`config.mk`:
```
export PLATFORM = sky130hd
export DESIGN_NAME = vec_intc
export DESIGN_NICKNAME = d
export VERILOG_FILES = /design/src/rtl/vic_pkg.sv /design/src/rtl/vic_pin_qual.sv /design/src/rtl/vic_src_route.sv /design/src/rtl/vic_prio_pick.sv /design/src/rtl/vec_intc.sv
export SDC_FILE = /design/constraint.sdc
export NUM_CORES = 1
export LEC_CHECK = 0
export BUFFER_PORTS_ARGS = -buffer_cell sky130_fd_sc_hd__buf_4
export CORE_MARGIN = 8
export CORE_UTILIZATION = 30
export CTS_BUF_LIST = sky130_fd_sc_hd__clkbuf_8
export DETAILED_ROUTE_END_ITERATION = 10
export GPL_TIMING_DRIVEN = 0
export PLACE_DENSITY = 0.44
export SLEW_MARGIN = 10
export SYNTH_ARGS = -nofsm -noshare
export SYNTH_HDL_FRONTEND = slang
export SYNTH_SLANG_ARGS = --single-unit
```
`constraint.sdc`:
```
create_clock -name clk -period 3.9 [get_ports clk]
set_input_delay 0.975 -clock clk [delete_from_list [all_inputs] [get_ports clk]]
set_output_delay 0.975 -clock clk [all_outputs]
set_load 0.03 [all_outputs]
```
`src/rtl/vic_pkg.sv`:
```
package vic_pkg;
   localparam int unsigned NUM_CPU_INT    = 16;
   localparam int unsigned FIRST_MASKABLE = 4;
   localparam int unsigned NMI_NUM        = 1;
   localparam int unsigned FIELDS_PER_WORD = 6;
   localparam logic [15:0] IMPL_MASK      = 16'hFFF2;

   typedef enum logic [3:0] {
      RA_CTRL  = 4'd0,
      RA_EN    = 4'd1,
      RA_FLAG  = 4'd2,
      RA_SET   = 4'd3,
      RA_CLR   = 4'd4,
      RA_BASE  = 4'd5,
      RA_SELLO = 4'd6,
      RA_SELHI = 4'd7,
      RA_RET   = 4'd8,
      RA_NRET  = 4'd9
   } reg_idx_e;

   // lowest bit of selector field f (gap bit after each field, extra gap at mid-word)
   function automatic int unsigned fld_lsb(int unsigned f, int unsigned w);
      return f * (w + 1) + ((f >= 3) ? 1 : 0);
   endfunction

   function automatic logic [31:0] sel_word_mask(int unsigned w);
      logic [31:0] m;
      m = '0;
      for (int unsigned f = 0; f < FIELDS_PER_WORD; f++)
         for (int unsigned b = 0; b < w; b++)
            m[fld_lsb(f, w) + b] = 1'b1;
      return m;
   endfunction

   // flags that outrank interrupt n
   function automatic logic [15:0] higher_mask(logic [3:0] n);
      logic [15:0] m;
      m = '0;
      if (n != 4'(NMI_NUM)) begin
         m[NMI_NUM] = 1'b1;
         for (int unsigned i = FIRST_MASKABLE; i < NUM_CPU_INT; i++)
            if (i < 32'(n)) m[i] = 1'b1;
      end
      return m;
   endfunction
endpackage

```
`src/rtl/vic_pin_qual.sv`:
```
module vic_pin_qual #(
   parameter int unsigned N        = 17,
   parameter int unsigned LOW_CYC  = 2,
   parameter int unsigned HIGH_CYC = 2
) (
   input  logic         clk,
   input  logic         rst_n,
   input  logic [N-1:0] pin_i,
   output logic [N-1:0] evt_o
);
   localparam int unsigned WIN = LOW_CYC + HIGH_CYC;
   localparam logic [WIN-1:0] PAT = WIN'((64'd1 << HIGH_CYC) - 64'd1);

   if (LOW_CYC < 1 || HIGH_CYC < 1) begin : g_bad
      $error("vic_pin_qual: LOW_CYC and HIGH_CYC must be at least 1");
   end

   for (genvar i = 0; i < N; i++) begin : g_line
      logic [WIN-1:0] samp_q;
      always_ff @(posedge clk or negedge rst_n) begin
         if (!rst_n) samp_q <= '1;
         else        samp_q <= {samp_q[WIN-2:0], pin_i[i]};
      end
      assign evt_o[i] = (samp_q == PAT);

      a_r2_evt_single_cycle: assert property (@(posedge clk) disable iff (!rst_n)
         evt_o[i] |=> !evt_o[i]);
   end
endmodule

```
`src/rtl/vic_src_route.sv`:
```
module vic_src_route #(
   parameter int unsigned NUM_SRC = 16,
   parameter int unsigned SEL_W   = 4
) (
   input  logic [NUM_SRC-1:0] src_evt_i,
   input  logic [31:0]        sel_lo_i,
   input  logic [31:0]        sel_hi_i,
   output logic [15:0]        cpu_evt_o
);
   import vic_pkg::*;

   assign cpu_evt_o[FIRST_MASKABLE-1:0] = '0;

   for (genvar k = FIRST_MASKABLE; k < NUM_CPU_INT; k++) begin : g_int
      localparam int unsigned IDX = k - FIRST_MASKABLE;
      localparam int unsigned LSB = fld_lsb(IDX % FIELDS_PER_WORD, SEL_W);
      logic [SEL_W-1:0] sel;
      if (IDX < FIELDS_PER_WORD) begin : g_lo
         assign sel = sel_lo_i[LSB +: SEL_W];
      end else begin : g_hi
         assign sel = sel_hi_i[LSB +: SEL_W];
      end
      assign cpu_evt_o[k] = src_evt_i[sel];
   end
endmodule

```
`src/rtl/vic_prio_pick.sv`:
```
module vic_prio_pick (
   input  logic [15:0] flag_i,
   input  logic [15:0] en_i,
   input  logic        gie_i,
   output logic        take_o,
   output logic [3:0]  num_o
);
   import vic_pkg::*;
   logic any;

   always_comb begin
      num_o = '0;
      for (int i = NUM_CPU_INT - 1; i >= int'(FIRST_MASKABLE); i--)
         if (flag_i[i]) num_o = 4'(i);
      if (flag_i[NMI_NUM]) num_o = 4'(NMI_NUM);
   end

   assign any    = |(flag_i & IMPL_MASK);
   assign take_o = any && ((num_o == 4'(NMI_NUM)) ||
                           (gie_i && en_i[NMI_NUM] && en_i[num_o]));
endmodule

```
`src/rtl/vec_intc.sv`:
```
module vec_intc #(
   parameter int unsigned NUM_SRC      = 16,
   parameter int unsigned SRC_SEL_W    = 4,
   parameter int unsigned ADDR_W       = 32,
   parameter int unsigned QUAL_LOW     = 2,
   parameter int unsigned QUAL_HIGH    = 2,
   parameter int unsigned ENTRY_BYTES  = 32,
   parameter int unsigned TABLE_ALIGN_W = 10
) (
   input  logic               clk,
   input  logic               rst_n,
   input  logic [NUM_SRC-1:0] src_i,
   input  logic               nmi_i,
   input  logic [ADDR_W-1:0]  ret_addr_i,
   input  logic               rti_i,
   input  logic               reg_we_i,
   input  logic [3:0]         reg_addr_i,
   input  logic [31:0]        reg_wdata_i,
   output logic [31:0]        reg_rdata_o,
   output logic               ack_o,
   output logic [3:0]         inum_o,
   output logic [ADDR_W-1:0]  vec_o
);
   import vic_pkg::*;

   localparam int unsigned ENTRY_SH = $clog2(ENTRY_BYTES);
   localparam logic [31:0] SEL_MASK = sel_word_mask(SRC_SEL_W);

   if (NUM_SRC != (1 << SRC_SEL_W)) begin : g_bad_src
      $error("vec_intc: NUM_SRC must equal 2**SRC_SEL_W");
   end
   if (ADDR_W != 32) begin : g_bad_aw
      $error("vec_intc: ADDR_W must match the 32-bit register port");
   end
   if ((NUM_CPU_INT * ENTRY_BYTES) > (1 << TABLE_ALIGN_W)) begin : g_bad_tab
      $error("vec_intc: table does not fit its alignment");
   end

   // ---------------- state ----------------
   logic [15:0]                      flag_q, en_q;
   logic                             gie_q, pgie_q;
   logic [ADDR_W-1:TABLE_ALIGN_W]    base_q;
   logic [31:0]                      sel_lo_q, sel_hi_q;
   logic [ADDR_W-1:0]                irp_q, nrp_q;
   logic                             ack_q;
   logic [3:0]                       inum_q;
   logic [ADDR_W-1:0]                vec_q;

   // ---------------- request path ----------------
   logic [NUM_SRC:0] q_evt;
   logic [15:0]      cpu_evt, hw_evt;
   logic             take;
   logic [3:0]       take_num;
   logic             take_nmi;

   vic_pin_qual #(.N(NUM_SRC + 1), .LOW_CYC(QUAL_LOW), .HIGH_CYC(QUAL_HIGH)) u_qual (
      .clk(clk), .rst_n(rst_n), .pin_i({nmi_i, src_i}), .evt_o(q_evt));

   vic_src_route #(.NUM_SRC(NUM_SRC), .SEL_W(SRC_SEL_W)) u_route (
      .src_evt_i(q_evt[NUM_SRC-1:0]), .sel_lo_i(sel_lo_q), .sel_hi_i(sel_hi_q),
      .cpu_evt_o(cpu_evt));

   vic_prio_pick u_pick (
      .flag_i(flag_q), .en_i(en_q), .gie_i(gie_q), .take_o(take), .num_o(take_num));

   always_comb begin
      hw_evt = cpu_evt;
      hw_evt[NMI_NUM] = q_evt[NUM_SRC];
   end
   assign take_nmi = take && (take_num == 4'(NMI_NUM));

   // ---------------- register writes ----------------
   logic        wr_ctrl, wr_en, wr_set, wr_clr, wr_base, wr_lo, wr_hi, wr_ret, wr_nret;
   logic [15:0] set_bits, clr_bits, take_bits, flag_d;

   assign wr_ctrl = reg_we_i && (reg_addr_i == RA_CTRL);
   assign wr_en   = reg_we_i && (reg_addr_i == RA_EN);
   assign wr_set  = reg_we_i && (reg_addr_i == RA_SET);
   assign wr_clr  = reg_we_i && (reg_addr_i == RA_CLR);
   assign wr_base = reg_we_i && (reg_addr_i == RA_BASE);
   assign wr_lo   = reg_we_i && (reg_addr_i == RA_SELLO);
   assign wr_hi   = reg_we_i && (reg_addr_i == RA_SELHI);
   assign wr_ret  = reg_we_i && (reg_addr_i == RA_RET);
   assign wr_nret = reg_we_i && (reg_addr_i == RA_NRET);

   assign set_bits  = wr_set ? reg_wdata_i[15:0] : '0;
   assign clr_bits  = wr_clr ? reg_wdata_i[15:0] : '0;
   assign take_bits = take ? (16'd1 << take_num) : '0;
   // new requests win over clears and over the entry clear
   assign flag_d = ((flag_q & ~clr_bits & ~take_bits) | set_bits | hw_evt) & IMPL_MASK;

   always_ff @(posedge clk or negedge rst_n) begin
      if (!rst_n) begin
         flag_q   <= '0;
         en_q     <= '0;
         gie_q    <= 1'b0;
         pgie_q   <= 1'b0;
         base_q   <= '0;
         sel_lo_q <= '0;
         sel_hi_q <= '0;
         irp_q    <= '0;
         nrp_q    <= '0;
         ack_q    <= 1'b0;
         inum_q   <= '0;
         vec_q    <= '0;
      end else begin
         flag_q <= flag_d;
         if (wr_en)   en_q     <= reg_wdata_i[15:0] & IMPL_MASK;
         if (wr_base) base_q   <= reg_wdata_i[ADDR_W-1:TABLE_ALIGN_W];
         if (wr_lo)   sel_lo_q <= reg_wdata_i & SEL_MASK;
         if (wr_hi)   sel_hi_q <= reg_wdata_i & SEL_MASK;

         if (take && !take_nmi) begin
            pgie_q <= gie_q;
            gie_q  <= 1'b0;
         end else if (rti_i) begin
            gie_q  <= pgie_q;
         end else if (wr_ctrl) begin
            gie_q  <= reg_wdata_i[0];
            pgie_q <= reg_wdata_i[1];
         end

         if (take && !take_nmi) irp_q <= ret_addr_i;
         else if (wr_ret)       irp_q <= reg_wdata_i;
         if (take_nmi)          nrp_q <= ret_addr_i;
         else if (wr_nret)      nrp_q <= reg_wdata_i;

         ack_q <= take;
         if (take) begin
            inum_q <= take_num;
            vec_q  <= {base_q, TABLE_ALIGN_W'(take_num) << ENTRY_SH};
         end
      end
   end

   assign ack_o  = ack_q;
   assign inum_o = inum_q;
   assign vec_o  = vec_q;

   // ---------------- register reads ----------------
   always_comb begin
      reg_rdata_o = '0;
      case (reg_addr_i)
         RA_CTRL:  reg_rdata_o = {30'd0, pgie_q, gie_q};
         RA_EN:    reg_rdata_o = {16'd0, en_q};
         RA_FLAG:  reg_rdata_o = {16'd0, flag_q};
         RA_BASE:  reg_rdata_o = {base_q, TABLE_ALIGN_W'(0)};
         RA_SELLO: reg_rdata_o = sel_lo_q;
         RA_SELHI: reg_rdata_o = sel_hi_q;
         RA_RET:   reg_rdata_o = irp_q;
         RA_NRET:  reg_rdata_o = nrp_q;
         default:  reg_rdata_o = '0;
      endcase
   end

   // ---------------- assertions ----------------
   a_r4_reserved_flags_zero: assert property (@(posedge clk) disable iff (!rst_n)
      (flag_q & ~IMPL_MASK) == 16'd0);

   a_r10_reserved_en_zero: assert property (@(posedge clk) disable iff (!rst_n)
      (en_q & ~IMPL_MASK) == 16'd0);

   a_r5_taken_was_enabled: assert property (@(posedge clk) disable iff (!rst_n)
      (ack_o && inum_o != 4'(NMI_NUM)) |->
         ($past(gie_q) && $past(en_q[NMI_NUM]) && (|($past(en_q) & (16'd1 << inum_o)))));

   a_r6_no_higher_pending: assert property (@(posedge clk) disable iff (!rst_n)
      ack_o |-> (($past(flag_q) & higher_mask(inum_o)) == 16'd0));

   a_r7_entry_saves_gie: assert property (@(posedge clk) disable iff (!rst_n)
      (ack_o && inum_o != 4'(NMI_NUM)) |-> (!gie_q && (pgie_q == $past(gie_q))));

   a_r8_vector_aligned: assert property (@(posedge clk) disable iff (!rst_n)
      ack_o |-> (vec_o[ENTRY_SH-1:0] == '0));

   a_r9_rti_restores: assert property (@(posedge clk) disable iff (!rst_n)
      (rti_i && !take) |=> (gie_q == $past(pgie_q)));
endmodule

```
# Word level (Yosys, flattened, before mapping)
# Index checks and enable logic that the tools add are counted.
dict set report classes {
  n_lt_le_gt_ge 13
  eq_ne 28
  shift 1
  mux 53
  bitwise 6
  reduce_logical 23
}
# operator n
set ops {}
lappend ops {{one-hot mux 32 bit (8 select lines)} 1}
lappend ops {{two-way mux 32 bit} 4}
lappend ops {{equality test 4 x 2 -> 1 bit, second input constant} 19}
lappend ops {{< comparator 4 x 5 -> 1 bit, second input constant} 13}
lappend ops {{binary-select mux 1 bit (select 4 bit)} 13}
lappend ops {{two-way mux 4 bit} 13}
lappend ops {{two-way mux 16 bit} 3}
lappend ops {{bitwise AND 16 bit} 2}
lappend ops {{NOT 16 bit} 2}
lappend ops {{OR 16 bit} 2}
lappend ops {{two-way mux 1 bit} 19}
lappend ops {{equality test 4 x 3 -> 1 bit, second input constant} 4}
lappend ops {{left shift 1 x 4 -> 16 bit, first input constant} 1}
lappend ops {{logical AND 1 bit} 14}
lappend ops {{OR reduction 13 bit} 1}
lappend ops {{equality test 4 x 1 -> 1 bit, second input constant} 2}
lappend ops {{equality test 4 bit, second input constant} 2}
lappend ops {{nonzero test 2 bit} 3}
lappend ops {{logical NOT 4 bit} 1}
lappend ops {{nonzero test 3 bit} 1}
lappend ops {{!= test 2 x 1 -> 1 bit, second input constant} 1}
lappend ops {{AND reduction 2 bit} 1}
lappend ops {{logical NOT 1 bit} 1}
lappend ops {{logical OR 1 bit} 1}
dict set report word_totals {
  reg_bits 261
  input_bits 89
  output_inout_bits 69
  elab_cells 153
}

# Logic depth before layout (Yosys ltp)
# Gate-level depths: netlist of run 1.
dict set report logic_depth {
  word_depth 23
  depth_mapped 10
  mapped_depth_nobuf 7
}

# Cells and area by module
# From an unflattened synthesis of run 1, not the netlist that was laid out.
dict set report unflattened {
  cells_unflattened 1106
  hier_area_um2 13763.2
}
# mod n_inst cells_per_inst area_per_inst_um2 seq_area_each_um2
set modules_own_cells {}
lappend modules_own_cells {vec_intc 1 866 9670.5 4729.5}
lappend modules_own_cells {vic_pin_qual 1 85 1999.4 1786.7}
lappend modules_own_cells {vic_src_route 1 105 1746.7 0.0}
lappend modules_own_cells {vic_prio_pick 1 50 346.6 0.0}

# Least setup slack after synthesis of run 1
# Ideal clock, no wire load.
dict set report synth_path {
  path_type {input-to-output}
  start {in reg_addr_i[2]}
  end {out reg_rdata_o[12]}
  arrival_ps 2183
  required_time_ps 2925
  path_slack_ps 742
  cell_stages 5
  n_path_buf 1
  path_cell_list {nand2b_1 > nor3_1 > clkbuf_1 > a22oi_1 > nand3_1}
}
dict set report synth_via {
  elab_chain_len 2
  elab_cells_between_ends 9
  classes_between {7 x eq/ne; 1 x mux; 1 x reduce/logical}
}
# item line_no
set synth_lines {}
lappend synth_lines {{from (decl)} vec_intc.sv:17} ;# input logic [3:0] reg_addr_i,
lappend synth_lines {{equality test 4 bit (tied with other cells)} vec_intc.sv:143} ;# case (reg_addr_i)
lappend synth_lines {{one-hot mux 32 bit (8 select lines) (*)} vec_intc.sv:143}
lappend synth_lines {{to (decl)} vec_intc.sv:19} ;# output logic [31:0] reg_rdata_o,
# Mark *: on every way between the ends. The rest lies on a longest branch, timed or not.

# Worst setup path in the final report of run 1
dict set report layout_path {
  start {in reg_addr_i[1]}
  end {out reg_rdata_o[7]}
}
# The elaborated chain is that of the path after synthesis.

==> results.json, run 1 <==
{
  "rr_endpoint": "vec_o[13]",
  "critical_path_class": "in2out",
  "drtIter0Drc": 836,
  "fillers": 4194,
  "postSynthAreaPerCell_sq_um": 12.6,
  "clk_latency_ps": 630,
  "drive_gt1_share_pct": 44.4,
  "min_path_type": "in2async",
  "async_reset_ff_share_pct": 100,
  "maxClockFrequency_mhz": 263,
  "slowest_delay_ps": 530,
  "yosys.area.top_type": "dfrtp_1",
  "grt_max_degree": 102,
  "fin_cells": 1801,
  "numCtsBuffers": 48,
  "ys_warn_count": 0,
  "synth_ff_type": "dfrtp_1",
  "place_ws_ps": -746,
  "grt.total_usage_pct": 18.3,
  "antenna_found_initial": 1,
  "clockBufferDepth": 3,
  "dieHeight_um": 222,
  "final_cell_mix": "189 x dfrtp_1, 162 x buf_4, 156 x mux2_2",
  "maxCapViolations": 0,
  "slew_violations": 0,
  "finClkSkew_ps": 33.0,
  "crit_top_cell": "buf_4",
  "start_util_pct": 30.4,
  "worst-path-buf-inv": 3,
  "powerDensity_nw_per_um2": 578,
  "final_area_sq_um": 15700,
  "arrival_ps": 2830,
  "grt_first_pass_wirelength_um": 68600,
  "synth_top_family_by_area": "multiplexers",
  "portBuffers": 150,
  "synth_cell_types": 58,
  "crit_chain": "buf_4, nand2b_1, nor3_2, clkbuf_1, a22oi_1, nand3_1, buf_4",
  "fp.dieW_um": 222,
  "drc": 0,
  "ant_nets": 0,
  "crit_family": "buffers and inverters",
  "syn_area_sq_um": 12800,
  "h-tree-depth": 2,
  "peakVddDrop_mv": 0.255,
  "synth-compound-area-share_pct": 10.6,
  "finalHoldViolCount": 0,
  "gr-total-overflow": 0,
  "ys_top_cells_by_area": "dfrtp_1 37%, dfstp_2 14%, mux2_2 14%, mux4_2 8.5%, nand2_1 2.9%",
  "nNetsFinal": 1310,
  "synth-xor-area-share_pct": 0,
  "finalSetupViolCount": 0,
  "layout_setup_ws_ps": 99.6,
  "r2r_slack_ps": 310,
  "cts_tree": "built",
  "cts.sinks": 257,
  "via_per_inst": 5.32,
  "r2r-start": "flag_q[14]",
  "outcome": "finished, final reports clean",
  "worst_slew_pin_slew_ps": 1130,
  "dpl-instance-area_sq_um": 14700,
  "areaGrowthSynthToFinish_pct": 23.0,
  "holdWs_ps": 314,
  "synthMuxAreaShare_pct": 27.1,
  "die_area_sq_um": 49500,
  "dr_total_vias": 9587,
  "startpoint": "reg_addr_i[1]",
  "hpwl_um": 33100,
  "startpoint_type": "input port",
  "final.setup.tns_ps": 0,
  "grt_pass1_vias": 10100,
  "ys_seq_elements": 257,
  "rsz0062_at_grt": "no",
  "reg2regPathDepth": 8,
  "leakagePower_nw": 6.83,
  "coreArea_sq_um": 42000,
  "worstSetupEndpointType": "output pin",
  "gp_congestion": 0.911,
  "synth_top_cell_area_share_pct": 37.0,
  "root_buffer": "clkbuf_8",
  "finish.utilization_pct": 37.4,
  "power_mw": 9.10,
  "cts_hold_buf": 0,
  "dp_cells": 1710,
  "slowest_stage": "clkbuf_1",
  "synth_fa_ha_area_share_pct": 0,
  "period_share_pct": 97.4,
  "synthCells": 1013,
  "routed_wl_um": 45800,
  "crit_fanout": 10,
  "layout_commonest_cell": "dfrtp_1",
  "min_period_ps": 3800,
  "rows": 75,
  "drtPass1Iterations": 5,
  "required_ps": 2920,
  "wl_per_cell_um": 25.4,
  "seq_area_frac_synth_pct": 50.9,
  "slew_headroom_pct": 24.9,
  "clkTransAtPathRegs_ps": 50,
  "io_pins": 158,
  "synth-edff-count": 0,
  "synth_simple_gate_area_share_pct": 8.15
}
==> routing by layer <==
| layer | routed length (um) | share of wire, % | GRT usage (%) | vias up |
|---|---|---|---|---|
| li1 | - | - | - | 4258 |
| met3 | 2340 | 5.1 | 3.12 | 75 |
| met5 | 0 | 0 | 0 | - |
| met1 | 20900 | 46 | 24.9 | 4930 |
| met2 | 21300 | 47 | 28.9 | 324 |
| met4 | 1230 | 2.7 | 6.56 | 0 |
==> synth_stat cells, types with 6 or more instances <==
library cell / n
a211oi_1: 6
nor4bb_1: 8
nor2_1: 50
nand3_1: 14
buf_1: 12
nand2b_1: 7
a221oi_1: 10
nand2_1: 99
nor3_1: 21
mux2_2: 156
mux2_4: 14
clkbuf_1: 50
o21ai_0: 42
buf_4: 12
dfstp_2: 68
mux2i_1: 37
a22oi_1: 45
a21oi_1: 29
inv_1: 11
mux4_2: 48
dfrtp_1: 189
a222oi_1: 24
==> flip-flops by register name, indices dropped and copies added, names as in the netlist <==
register and flops:
ack_o 1, base_q 22, en_q 13, flag_q 13, gie_q 1, inum_o 3
irp_q 32, nrp_q 32, pgie_q 1, sel_hi_q 24, sel_lo_q 24, u_qual.g_line.samp_q 68
vec_o 23
==> report_power, final <==
group / switching (mW) / internal [mW] / leakage, nW
Clock: 1.23 / 1.46 / 0.582
Sequential: 0.547 / 3.34 / 3.00
Combinational: 1.27 / 1.25 / 3.25
Total: 3.05 / 6.05 / 6.83
==> cell families (layout without fill, tap and decap cells) <==
logic type,after synthesis,after routing
simple gates,220,220
flops,257,257
buf+inv,91,334
compound gates,185,185
other cells,1,7
mux,259,259
==> worst register-to-register path: cells and delay by family, from the launching register on <==
family	cells	cell delay (ps)
and+or+nand+nor	1	210
DFF	1	480
buffers and inverters	1	360
AOI/OAI and AO/OA	4	1600
muxes	2	810
==> worst max-delay path by stage <==
stage | to | slack (ps) | depth (start not counted)
after CTS | reg_rdata_o[10] | 0.7 | 7
after floorplan | reg_rdata_o[12] | 740 | 5
final | reg_rdata_o[7] | 100 | 7
after detailed placement | reg_rdata_o[15] | -750 | 7
after global placement | reg_rdata_o[15] | -770 | 7
after global routing | reg_rdata_o[7] | 30 | 7
==> what timing repair did <==
action	CTS	global route
resized for setup	16	7
endpoints found under the setup margin	32	18
setup buffers	0	0
pin swaps	0	0
==> cell type report <==
cell class              count  area [sq um]  area share [%]
plain buffers              80           388            2.47
inverters                  11          41.3           0.262
flip-flops and latches    257          6520            41.4
multi-input cells         670          5920            37.6
diodes                      1          2.50          0.0159
clock buffers              60           826            5.25
repair buffers            153          1200            7.60
clock inverters            30           165            1.05
well taps                 539           674            4.29
(Power assumes the default switching activity.)
==> inputs of run 2 (changes only) <==
==> constraint.sdc (replaced) <==
create_clock -name clk -period 3.9 [get_ports clk]
set_input_delay 0.78 -clock clk [delete_from_list [all_inputs] [get_ports clk]]
set_output_delay 0.78 -clock clk [all_outputs]
set_load 0.03 [all_outputs]
==> run 2 against run 1 <==
Against the previous run:
- final area decreased by 0.24%
- final cell count did not move
- clock-buffer cell count unchanged
- sequential power about the same
- non-clock buffer count unchanged
- global-route usage unchanged
- combinational power is essentially flat
- sequential cell count unchanged
- clock power hardly changed
- maximum frequency up 0.19%
- critical path depth unchanged
- via count unchanged
- critical endpoint is now reg_rdata_o[13]
==> results.json, run 2 (synthesis gave the netlist of run 1 again) <==
{
  "rows": 75,
  "final_cell_mix": "189 x dfrtp_1, 162 x buf_4, 156 x mux2_2",
  "cts.sinks": 257,
  "dp_cells": 1710,
  "arrival_ps": 3010,
  "fillers": 4208,
  "power.switching_mw": 3.05,
  "startpoint": "reg_addr_i[3]",
  "peakVddDrop_mv": 0.255,
  "largest_reg_flops": 68,
  "cts_hold_buf": 0,
  "clkTransAtPathRegs_ps": 60,
  "gr-total-overflow": 0,
  "startpoint_type": "input port",
  "outcome": "finished, final reports clean",
  "clockBufferDepth": 3,
  "maxCapViolations": 0,
  "drc": 0,
  "min_path_type": "in2async",
  "worst_slew_pin_slew_ps": 1130,
  "drive_gt1_share_pct": 43.4,
  "antenna_found_initial": 1,
  "worstSetupEndpointType": "output pin",
  "gp_congestion": 0.911,
  "start_util_pct": 30.4,
  "critical_path_class": "in2out",
  "routed_wl_um": 45800,
  "numCtsBuffers": 48,
  "p_clk_share_pct": 29.6,
  "multi_input_area_sq_um": 5900,
  "holdWs_ps": 122,
  "required_ps": 3120,
  "seqPwrFrac_pct": 42.7,
  "min_period_ps": 3790,
  "areaGrowthSynthToFinish_pct": 22.7,
  "grt_first_pass_wirelength_um": 68600,
  "leakagePower_nw": 6.79,
  "powerDensity_nw_per_um2": 580,
  "finalHoldViolCount": 0,
  "crit_fanout": 10,
  "grt.total_usage_pct": 18.3,
  "portBuffers": 150,
  "power_frac_comb_pct": 27.6,
  "hpwl_um": 33100,
  "slew_violations": 0,
  "rsz0062_at_grt": "no",
  "drtIter0Drc": 879,
  "fin_cells": 1801,
  "drtPass1Iterations": 7,
  "ff_latch_area_sq_um": 6520,
  "dieHeight_um": 222,
  "period_share_pct": 97.3,
  "maxClockFrequency_mhz": 264,
  "slew_headroom_pct": 24.2,
  "power.internal_mw": 6.05,
  "io_pins": 158,
  "r2r-start": "flag_q[14]",
  "sw_frac_of_total_pct": 33.5,
  "die_area_sq_um": 49500,
  "root_buffer": "clkbuf_8",
  "cts_tree": "built",
  "dr_total_vias": 9587,
  "fp.dieW_um": 222,
  "grt_max_degree": 102,
  "coreArea_sq_um": 42000,
  "layout_commonest_cell": "dfrtp_1",
  "grt_pass1_vias": 10100,
  "largestRegisters": "u_qual.g_line.samp_q x68, irp_q x32, nrp_q x32",
  "via_per_inst": 5.32,
  "finalSetupViolCount": 0,
  "wl_per_cell_um": 25.4,
  "h-tree-depth": 2,
  "largest_register": "u_qual.g_line.samp_q",
  "nNetsFinal": 1310,
  "clk_latency_ps": 630,
  "finClkSkew_ps": 35.6,
  "ant_nets": 0
}
[run 2: cell count changes in the layout (fill, tap and decap cells not counted)]
cell	delta
clkbuf_1	+11
clkbuf_2	-11
nor2_1	+1
nor2_2	+1
nor2_4	-2
nor3_1	+1
nor3_4	-1
[run 2: routing by layer]
layer / track usage, % / share of wire, % / vias up
li1: - / - / 4258
met1: 25.0 / 45 / 4936
met2: 28.9 / 46 / 316
met3: 3.11 / 5.3 / 77
met4: 6.56 / 2.9 / 0
met5: 0 / 0 / -
[run 2: area by class of cell]
class,instances,share of cell area (%)
diodes,1,0.0159
multi-input cells,670,37.6
clock buffers,60,5.26
repair buffers,153,7.62
plain buffers,80,2.38
well taps,539,4.30
inverters,11,0.263
clock inverters,30,1.05
flip-flops and latches,257,41.5
[run 2: power groups by stage]
stage	Combinational [mW]	Sequential, mW	Clock, mW
after floorplan	1.51	3.96	0
after global placement	2.50	3.91	0
after detailed placement	2.54	3.92	0
after CTS	2.55	3.88	2.79
after global routing	2.71	3.97	2.92
final	2.51	3.89	2.69
[run 2: repair_timing]
item,CTS,global route
endpoints found under the setup margin,25,3
resized for setup,4,1
endpoints found under the hold margin,0,0
buffers inserted,0,0
[run 2: final timing paths]
check / to / slack (ps) / cells after the start
setup / recovery: reg_rdata_o[13] / 110 / 7
hold / removal: nrp_q[6] / 120 / 1
setup reg to reg: vec_o[13] / 300 / 8
hold reg to reg: u_qual.g_line[7].samp_q[2] / 360 / 0
max in group asynchronous: vec_o[17] / 2410 / 3
min in group clk: u_qual.g_line[16].samp_q[0] / 250 / 1
[run 2: through the flow]
step           setup WS, ps  power, mW  instance area, sq um  utilization [%]  setup TNS, ps
2_1_floorplan          1010       5.47                 12800                -              0
3_3_place_gp           -377       6.41                 14600             34.8         -54040
3_5_place_dp           -356       6.46                 14700             34.9          -4200
4_1_cts                26.3       9.22                 15700             37.3              0
5_1_grt                35.0       9.59                 15700             37.3              0
6_report                107       9.10                 15700             37.3              0
[run 2: critical path: stages]
cell and delay [ps]:
buf_4 140, nand2b_1 190, nor2_2 530, clkbuf_1 750, a22oi_1 260, nand3_1 170
buf_4 180
==> inputs of run 3 (changes only) <==
--- a/config.mk
+++ b/config.mk
@@ -12,7 +12,7 @@
 export DETAILED_ROUTE_END_ITERATION = 10
 export GPL_TIMING_DRIVEN = 0
 export PLACE_DENSITY = 0.44
-export SLEW_MARGIN = 10
+export SLEW_MARGIN = 20
 export SYNTH_ARGS = -nofsm -noshare
 export SYNTH_HDL_FRONTEND = slang
 export SYNTH_SLANG_ARGS = --single-unit
==> constraint.sdc (replaced) <==
create_clock -name clk -period 4.7 [get_ports clk]
set_input_delay 0.94 -clock clk [delete_from_list [all_inputs] [get_ports clk]]
set_output_delay 0.94 -clock clk [all_outputs]
set_load 0.03 [all_outputs]
==> run 3 against run 2 <==
Against the previous run:
- clock power shrank 15%
- die area did not move
- core utilization is essentially flat
- clock skew shrank 9.4 ps
- final cell count about the same
- clock-buffer cell count up 2
- critical path type unchanged
==> results.json, run 3 (synthesis gave the netlist of run 1 again) <==
{
  "power.internal_mw": 5.09,
  "slew_violations": 0,
  "grt_first_pass_wirelength_um": 68000,
  "slowest_delay_ps": 710,
  "grt_pass1_vias": 10100,
  "clockBufferDepth": 3,
  "layout_commonest_cell": "dfrtp_1",
  "arrival_ps": 3390,
  "routed_wl_um": 45600,
  "worst-path-buf-inv": 3,
  "drtPass1Iterations": 6,
  "dr_total_vias": 9551,
  "finalSetupViolCount": 0,
  "numCtsBuffers": 48,
  "crit_fanout": 10,
  "powerDensity_nw_per_um2": 483,
  "startpoint_type": "input port",
  "rows": 75,
  "nNetsFinal": 1310,
  "hpwl_um": 33000,
  "via_per_inst": 5.31,
  "finalHoldViolCount": 0,
  "drc": 0,
  "clkTransAtPathRegs_ps": 60,
  "io_pins": 158,
  "clk_latency_ps": 620,
  "min_path_type": "in2async",
  "slew_headroom_pct": 24.7,
  "period_share_pct": 92.1,
  "crit_top_cell": "buf_4",
  "p_clk_share_pct": 30.0,
  "r2r_slack_ps": 1110,
  "crit_chain": "buf_4, nand2b_1, nor2_1, clkbuf_1, a22oi_1, nand3_1, buf_4",
  "drive_gt1_share_pct": 42.9,
  "h-tree-depth": 2,
  "final_cell_mix": "189 x dfrtp_1, 162 x buf_4, 156 x mux2_2",
  "wl_per_cell_um": 25.3,
  "final.setup.tns_ps": 0,
  "finClkSkew_ps": 26.2,
  "maxCapViolations": 0,
  "gr-total-overflow": 0,
  "power_frac_comb_pct": 27.5,
  "ant_nets": 0,
  "areaGrowthSynthToFinish_pct": 22.8,
  "largest_register": "u_qual.g_line.samp_q",
  "power.switching_mw": 2.49,
  "fp.dieW_um": 222,
  "cts_tree": "built",
  "root_buffer": "clkbuf_8",
  "drtIter0Drc": 976,
  "grt_max_degree": 92,
  "power_mw": 7.58,
  "peakVddDrop_mv": 0.201,
  "slowest_stage": "nor2_1",
  "antenna_found_initial": 1,
  "required_ps": 3760,
  "rsz0062_at_grt": "no",
  "largest_reg_flops": 68,
  "coreArea_sq_um": 42000,
  "critical_path_class": "in2out",
  "cts.sinks": 257,
  "worst_slew_pin_slew_ps": 1130,
  "seqPwrFrac_pct": 42.5,
  "cts_resized": 0,
  "portBuffers": 150,
  "gp_congestion": 0.911,
  "sw_frac_of_total_pct": 32.8,
  "leakagePower_nw": 6.79,
  "min_period_ps": 4330,
  "dieHeight_um": 222,
  "start_util_pct": 30.4,
  "largestRegisters": "u_qual.g_line.samp_q x68, irp_q x32, nrp_q x32",
  "postCtsSetupBuffers": 0,
  "die_area_sq_um": 49500,
  "grt.total_usage_pct": 18.2,
  "fin_cells": 1800,
  "cts_hold_buf": 0,
  "crit_family": "simple AND/OR/NAND/NOR gates",
  "dp_cells": 1710,
  "worstSetupEndpointType": "output pin",
  "maxClockFrequency_mhz": 231,
  "outcome": "finished, final reports clean"
}
-- run 3: changes by cell type in the layout (fill, tap and decap cells not counted), moves of 2 or more --
| cell | before | now |
|---|---|---|
| nor2_2 | 2 | 0 |
| nor2_1 | 48 | 50 |
| clkbuf_1 | 48 | 50 |
| clkbuf_8 | 60 | 62 |
| clkinv_2 | 5 | 1 |
| clkbuf_2 | 3 | 1 |
-- run 3: path summary, 6_finish.rpt --
| check | from | endpoint | depth (start not counted) |
|---|---|---|---|
| setup / recovery | reg_addr_i[3] | reg_rdata_o[11] | 7 |
| hold / removal | rst_n | irp_q[6] | 1 |
| setup reg to reg | flag_q[14] | vec_o[21] | 8 |
| hold reg to reg | u_qual.g_line[9].samp_q[2] | u_qual.g_line[9].samp_q[3] | 0 |
| max in group asynchronous | rst_n | sel_hi_q[23] | 3 |
| min in group clk | u_qual.g_line[9].samp_q[2] | u_qual.g_line[9].samp_q[3] | 0 |
-- run 3: metrics by stage --
stage	hold slack (ps)	utilization (%)	cell area, sq um	worst slack, ps
finish	310	37.4	15700	369
global route	334	37.4	15700	321
CTS	296	37.4	15700	408
detailed placement	354	34.9	14700	418
global placement	352	34.8	14600	103
floorplan	351	-	12800	1610
-- run 3: layout make-up --
cell class	instances	area [sq um]
Antenna cell	2	5.00
Timing Repair Buffer	153	1200
Clock inverter	26	159
Multi-Input combinational cell	670	5890
Inverter	11	41.3
Sequential cell	257	6520
Clock buffer	62	853
Tap cell	539	674
Buffer	80	372
Fill cell	4196	26300
-- run 3: power groups by stage --
stage / clock network [mW] / logic (mW) / registers, mW
2_1_floorplan: 0 / 1.25 / 3.28
4_1_cts: 2.36 / 2.11 / 3.22
3_5_place_dp: 0 / 2.11 / 3.25
5_1_grt: 2.46 / 2.25 / 3.29
6_report: 2.28 / 2.08 / 3.22
3_3_place_gp: 0 / 2.07 / 3.24
-- run 3: routing by layer --
metal,part of all wire (%),up-vias,wire [um],global-route usage [%]
met3,5.4,63,2480,3.31
li1,-,4244,-,-
met4,2.6,0,1190,6.46
met5,0,-,0,0
met2,47,311,21500,29.1
met1,45,4933,20500,24.4
